<file path="src/rtl/gpio_pair_pkg.sv">
package gpio_pair_pkg;
    localparam int NPIN    = 2;
    localparam int DW      = 16;
    localparam int AW      = 7;
    localparam logic [AW-1:0] ADDR_EN    = 7'h52;
    localparam logic [AW-1:0] ADDR_STATE = 7'h54;
    localparam int SYNC_STAGES = 2;

    typedef struct packed {
        logic [NPIN-1:0] en;
        logic [DW-1:0]   rdata;
        logic            irq;
    } ctrl_state_t;
endpackage

</file>
<file path="src/rtl/gpio_sync.sv">
module gpio_sync #(
    parameter int WIDTH  = 2,
    parameter int STAGES = 2
) (
    input  logic             clk,
    input  logic             rst_n,
    input  logic [WIDTH-1:0] async_in,
    output logic [WIDTH-1:0] sync_out
);
    logic [STAGES-1:0][WIDTH-1:0] chain_d, chain_q;

    always_comb begin
        chain_d[0] = async_in;
        for (int s = 1; s < STAGES; s++) chain_d[s] = chain_q[s-1];
    end

    always_ff @(posedge clk) begin
        if (!rst_n) chain_q <= '0;
        else        chain_q <= chain_d;
    end

    assign sync_out = chain_q[STAGES-1];
endmodule

</file>
<file path="src/rtl/gpio_bit_cell.sv">
module gpio_bit_cell (
    input  logic clk,
    input  logic rst_n,
    input  logic lvl,      // synchronised, polarity-corrected pad level
    input  logic is_in,
    input  logic sticky,
    input  logic wr_hit,   // write to the state register this cycle
    input  logic wbit,
    output logic stat
);
    logic stat_d, stat_q;

    always_comb begin
        stat_d = stat_q;
        if (is_in) begin
            if (sticky) begin
                if (wr_hit && !wbit) stat_d = 1'b0;
                if (lvl)             stat_d = 1'b1;   // set wins over clear
            end else begin
                stat_d = lvl;
            end
        end else if (wr_hit) begin
            stat_d = wbit;
        end
    end

    always_ff @(posedge clk) begin
        if (!rst_n) stat_q <= 1'b0;
        else        stat_q <= stat_d;
    end

    assign stat = stat_q;

    p_sticky_hold_r6: assert property (@(posedge clk) disable iff (!rst_n)
        (is_in && sticky && stat_q && !(wr_hit && !wbit)) |=> stat_q);

    p_set_beats_clear_r7: assert property (@(posedge clk) disable iff (!rst_n)
        (is_in && sticky && lvl) |=> stat_q);

    p_out_hold_r3: assert property (@(posedge clk) disable iff (!rst_n)
        (!is_in && !wr_hit) |=> $stable(stat_q));

    p_follow_pad_r5: assert property (@(posedge clk) disable iff (!rst_n)
        (is_in && !sticky) |=> (stat_q == $past(lvl)));
endmodule

</file>
<file path="src/rtl/gpio_pair_ctrl.sv">
module gpio_pair_ctrl
    import gpio_pair_pkg::*;
(
    input  logic            clk,
    input  logic            rst_n,
    input  logic [AW-1:0]   reg_addr,
    input  logic            reg_wr,
    input  logic [DW-1:0]   reg_wdata,
    output logic [DW-1:0]   reg_rdata,
    input  logic [NPIN-1:0] pin_is_input,
    input  logic [NPIN-1:0] pin_invert,
    input  logic [NPIN-1:0] pin_sticky,
    input  logic            slot_select,
    input  logic [NPIN-1:0] slot_pin_val,
    input  logic [NPIN-1:0] pad_in,
    output logic [NPIN-1:0] pad_out,
    output logic            slot_irq
);
    ctrl_state_t st_d, st_q;
    logic [NPIN-1:0] pad_sync, lvl, state_bits;
    logic            wr_state, wr_en;

    assign wr_state = reg_wr && (reg_addr == ADDR_STATE);
    assign wr_en    = reg_wr && (reg_addr == ADDR_EN);

    gpio_sync #(.WIDTH(NPIN), .STAGES(SYNC_STAGES)) u_sync (
        .clk(clk), .rst_n(rst_n), .async_in(pad_in), .sync_out(pad_sync)
    );

    assign lvl = pad_sync ^ pin_invert;

    for (genvar i = 0; i < NPIN; i++) begin : g_pin
        gpio_bit_cell u_cell (
            .clk(clk), .rst_n(rst_n), .lvl(lvl[i]),
            .is_in(pin_is_input[i]), .sticky(pin_sticky[i]),
            .wr_hit(wr_state), .wbit(reg_wdata[i]), .stat(state_bits[i])
        );
        assign pad_out[i] = pin_is_input[i] ? 1'b0
                          : (slot_select ? slot_pin_val[i] : state_bits[i]);
    end

    always_comb begin
        st_d = st_q;
        if (wr_en) st_d.en = reg_wdata[NPIN-1:0];
        unique case (reg_addr)
            ADDR_EN:    st_d.rdata = {{(DW-NPIN){1'b0}}, st_q.en};
            ADDR_STATE: st_d.rdata = {{(DW-NPIN){1'b0}}, state_bits};
            default:    st_d.rdata = '0;
        endcase
        st_d.irq = |(state_bits & st_q.en & pin_is_input);
    end

    always_ff @(posedge clk) begin
        if (!rst_n) st_q <= '0;
        else        st_q <= st_d;
    end

    assign reg_rdata = st_q.rdata;
    assign slot_irq  = st_q.irq;

    p_rsvd_zero_r2: assert property (@(posedge clk) disable iff (!rst_n)
        reg_rdata[DW-1:NPIN] == '0);

    p_unmapped_r2: assert property (@(posedge clk) disable iff (!rst_n)
        (reg_addr != ADDR_EN && reg_addr != ADDR_STATE) |=> (reg_rdata == '0));

    p_irq_masked_r8: assert property (@(posedge clk) disable iff (!rst_n)
        (st_q.en == '0) |=> !slot_irq);

    p_out_only_quiet_r8: assert property (@(posedge clk) disable iff (!rst_n)
        (pin_is_input == '0) |=> !slot_irq);
endmodule

</file>
<file path="config.mk">
export PLATFORM = sky130hd
export DESIGN_NAME = gpio_pair_ctrl
export DESIGN_NICKNAME = d
export VERILOG_FILES = /design/src/rtl/gpio_pair_pkg.sv /design/src/rtl/gpio_sync.sv /design/src/rtl/gpio_bit_cell.sv /design/src/rtl/gpio_pair_ctrl.sv
export SDC_FILE = /design/constraint.sdc
export NUM_CORES = 1
export LEC_CHECK = 0
export BUFFER_PORTS_ARGS = -buffer_cell sky130_fd_sc_hd__buf_2
export CAP_MARGIN = 25
export CORE_ASPECT_RATIO = 1.2
export CORE_MARGIN = 8
export CORE_UTILIZATION = 38
export DETAILED_ROUTE_END_ITERATION = 8
export PLACE_DENSITY = 0.88
export SYNTH_ARGS = -nofsm -noshare
export SYNTH_HDL_FRONTEND = slang
export SYNTH_HIERARCHICAL = 1
export SYNTH_SLANG_ARGS = --single-unit
</file>
<file path="constraint.sdc">
create_clock -name clk -period 1.5 [get_ports clk]
set_input_delay 0 -clock clk [delete_from_list [all_inputs] [get_ports clk]]
set_output_delay 0 -clock clk [all_outputs]
set_load 0.1 [all_outputs]
</file>
* After elaboration in Yosys (flattened, before gate mapping)
Cells that the tools add are included. W data, S select, Z words.
Operators by class: multiplexer cells 15, eq/ne operators 4, order comparisons 0, shift-type cells 0, bitwise gates (word level) 3, divide/modulo/power cells 0, $add $sub $neg 0, reduce and logical (&&, ||, !) cells 11, $mul 0
Operators with widths (count):
- $eq A7 B7 Y1 const B | 2
- $mux W1 | 14
- $ne A4 B2 Y1 const B | 2
- $and A2 B2 Y2 | 2
- $logic_and A1 B1 Y1 | 4
- $pmux W2 S2 | 1
- $reduce_and A2 Y1 | 2
- $reduce_bool A2 Y1 | 2
- $logic_not A1 Y1 | 2
- $reduce_or A2 Y1 | 1
- $xor A2 B2 Y2 | 1
Word-level totals: output and inout port bits 19, memory bits (read-only) 0, register bits 25, input port bits 37, bits in latches 0, memories kept 0, RAM bits 0

* Depth between registers and ports, before layout
depth after elaboration 7, gate-level depth with buffers 4

* By module
The synthesis kept the hierarchy.
By module, submodules not included:
- gpio_pair_ctrl | instances 1, seq. area each 100.1 sq um, area an instance 400.4 sq um, cells each 47
- gpio_bit_cell | instances 2, seq. area each 20.0 sq um, area an instance 52.6 sq um, cells each 7
- gpio_sync | instances 1, seq. area each 80.1 sq um, area an instance 105.1 sq um, cells each 8

* Worst setup path before layout
No wires, ideal clock.
path kind register to output, start point register g_pin[0].u_cell.stat_q, end point output pad_out[0], buffers on the path 0, cell stages (with the launch flop) 3, arrival 1.689 ns, slack -0.189 ns, data required time 1.500 ns, path through dfxtp_1 mux2i_1 nor2_1
On the way: longest elaborated chain between the ends 2
Ends and longest elaborated chain:
- start, declared | line gpio_bit_cell.sv:11 | logic stat_d, stat_q;
- start signal, assigned | line gpio_bit_cell.sv:29 | else stat_q <= stat_d;
- $mux W1 | line gpio_pair_ctrl.sv:39 | : (slot_select ? slot_pin_val[i] : state_bits[i]);
- $mux W1 | line gpio_pair_ctrl.sv:38 | assign pad_out[i] = pin_is_input[i] ? 1'b0
- end, declared | line gpio_pair_ctrl.sv:16 | output logic [NPIN-1:0] pad_out,
Every way passes these cells.

* Worst setup path in the final report
start point register g_pin[1].u_cell.stat_q, end point output pad_out[1]
On the way: longest elaborated chain between the ends 2
Ends and longest elaborated chain (line):
- start, declared | gpio_bit_cell.sv:11
- start signal, assigned | gpio_bit_cell.sv:29
- $mux W1 | gpio_pair_ctrl.sv:39
- $mux W1 | gpio_pair_ctrl.sv:38
Every way passes these cells.

==> metrics.cfg <==
[setup_path]
r2r-start=g_pin[0].u_cell/stat$_SDFFE_PN0P_
crit_arrival_ns=1.28
r2r_end=g_pin[0].u_cell/stat$_SDFFE_PN0P_
rrSetupSlack_ns=0.65
cp-end-kind=output pin
worstPathRequired_ns=1.50
cp-start-kind=register
worstSetupPathType=register to output pin
rr_worst_depth=3
crit_fanout=5

[grt]
track_usage_pct=9.90
overflow=0
grt_max_degree=13
grt_pass1_wl_mm=2.44
grt_pass1_vias=596
antenna_found_initial=0

[timing]
hold_viol=0
finClkSkew_ns=0.000489
whs_ns=0.0241
period_needed_ns=1.28
setup_tns_ns=0
max_freq_mhz=783
period_share_pct=85.1
finalSetupViolCount=0
drv_slew=0
rsz0062_at_grt=no

[logic_synthesis]
synthCells=69
yosysWarnings=6
synth-seq-cells=11
avgSynthCellArea_um2=8.85
synth_cell_types=20
syn_area_um2=611
ys_seq_area_share_pct=36.1

[finish]
fillers=168
syn2layout_area_growth_pct=25.8
final_cell_count_no_fill=119
layout.nets=139
drive_gt1_share_pct=32.7
area.sequential_um2=220
final_util_pct=49.2
diodes=0
multi_input_area_um2=317

[floorplan]
core.rowCount=16
fp.dieH_um=59.9
core_um2=1560
start_util_pct=39.1
die_w_um=52.6
ioPinCount=56
die_area_um2=3150

[routing]
wire_per_inst_um=12.3
first_iter_violations=4
ant_nets=0
drt_first_pass_iters=4
num_vias=545
routed_wl_mm=1.46
via_per_inst=4.58
drc=0

[cts]
cts_setup_buffers=0
cts.clk_slew.worst_paths_ns=0.07
cts_tree=built
post_cts_resized=0
htreeDepth=1
clock_latency_ns=0.26
cts_num_sinks=11
cts_buffers=3
cts-root-buf=clkbuf_4
clockBufferDepth=2

[place]
globalplace.congestion=0.757
dp_hpwl_mm=1.21
dp.cells=111
port_buffers=27

[flow_run]
maxCapViolations=0

[power_and_ir_drop]
peakVddDrop_mv=0.631
power.density_nw_per_um2=998
leakage_nw=0.389
total_power_uw=766

[worst_hold_path]
hold_class=primary input to register
holdPathStages=3
hp-start=pin_is_input[1]
worstHoldEndpoint=g_pin[1].u_cell/stat$_SDFFE_PN0P_

[outcome]
status=complete, no violations

-- Yosys cell counts --
cell | n | share of area [%]
buf_4 | 16 | 20
dfxtp_1 | 11 | 36
nand2_1 | 8 | 4.9
and2_1 | 4 | 4.1
mux2i_1 | 4 | 6.6
nor2_1 | 4 | 2.5
a21oi_1 | 2 | 1.6
a22o_1 | 2 | 2.9
a22oi_1 | 2 | 2.5
inv_1 | 2 | 1.2
nand3_1 | 2 | 1.6
nor2b_1 | 2 | 2.0
o31ai_1 | 2 | 2.5
xor2_1 | 2 | 2.9
a21boi_0 | 1 | 1.2
and4b_1 | 1 | 1.6
and4b_4 | 1 | 2.3
and4bb_1 | 1 | 2.0
conb_1 | 1 | 0.61
nand3b_1 | 1 | 1.2
-- through the flow --
| stage | worst slack [ns] | instance area (um2) |
|---|---|---|
| finish | 0.223 | 768 |
| global route | 0.174 | 768 |
| CTS | 0.217 | 768 |
| detailed placement | 0.444 | 702 |
| global placement | 0.498 | 702 |
| floorplan | 0.266 | 664 |
-- worst max-delay path by stage --
stage                                                  from                                end  slack, ns
final                     g_pin[1].u_cell/stat$_SDFFE_PN0P_                         pad_out[1]       0.22
after global routing      g_pin[0].u_cell/stat$_SDFFE_PN0P_                         pad_out[0]       0.17
after CTS                 g_pin[0].u_cell/stat$_SDFFE_PN0P_                         pad_out[0]       0.22
after detailed placement                        reg_addr[5]  g_pin[0].u_cell/stat$_SDFFE_PN0P_       0.44
after global placement                          reg_addr[5]  g_pin[1].u_cell/stat$_SDFFE_PN0P_       0.50
after floorplan           g_pin[0].u_cell/stat$_SDFFE_PN0P_                         pad_out[0]       0.27
-- flip-flops by register name, indices dropped and copies added, names as in the netlist --
name	flops
slot_irq	1
st_q	2
g_pin.u_cell/stat	2
u_sync/chain_d	2
reg_rdata	2
u_sync/sync_out	2
-- power by group --
group | internal (mW) | switching, mW
combinational | 0.0495 | 0.212
sequential | 0.301 | 0.00683
clock | 0.103 | 0.0937
-- layout by cell type, fill, tap and decap left out --
cell type	count
nor2_2	2
clkbuf_4	3
a21boi_0	1
a22o_1	2
dfxtp_1	11
nor2_1	2
nand2_1	8
o31ai_1	2
and4b_4	1
a21oi_1	2
clkbuf_1	1
and4b_1	1
a22oi_1	2
conb_1	14
and2_1	4
nand3_1	2
inv_1	2
nor2b_1	2
and4bb_1	1
buf_2	27
nand3b_1	1
xor2_1	2
dlygate4sd3_1	4
mux2i_1	4
-- cell type report --
| cell class | instances | share of cell area [%] |
|---|---|---|
| repair buffers | 31 | 22.8 |
| well taps | 18 | 2.93 |
| inverters | 2 | 0.977 |
| clock buffers | 4 | 3.42 |
| multi-input cells | 53 | 41.2 |
| flip-flops and latches | 11 | 28.7 |
-- metal layers --
layer	part of all wire, %	vias to the layer above	global-route usage (%)
li1	-	269	-
met1	34	248	8.86
met2	53	26	18.5
met3	12	2	5.47
met4	0.41	0	2.22
met5	0	-	0
-- critical path: stages (launching register included) --
cell     delay [ns]
dfxtp_1        0.40
mux2i_1        0.10
nor2_2         0.08
buf_2          0.42
-- kinds of logic after synthesis --
kind of cell	synth area share, %
and+or+nand+nor	22.3
other	0.614
buffers and inverters	20.9
DFF	36.1
xor gates and xnor gates	2.87
AOI/OAI and AO/OA	10.7
muxes	6.56
-- repair_timing --
action                                  in CTS  in global routing
endpoints found under the setup margin       0                  0
hold buffers                                 4                  0
endpoints found under the hold margin        4                  0
No activity file was read; power rests on OpenSTA's default activity.
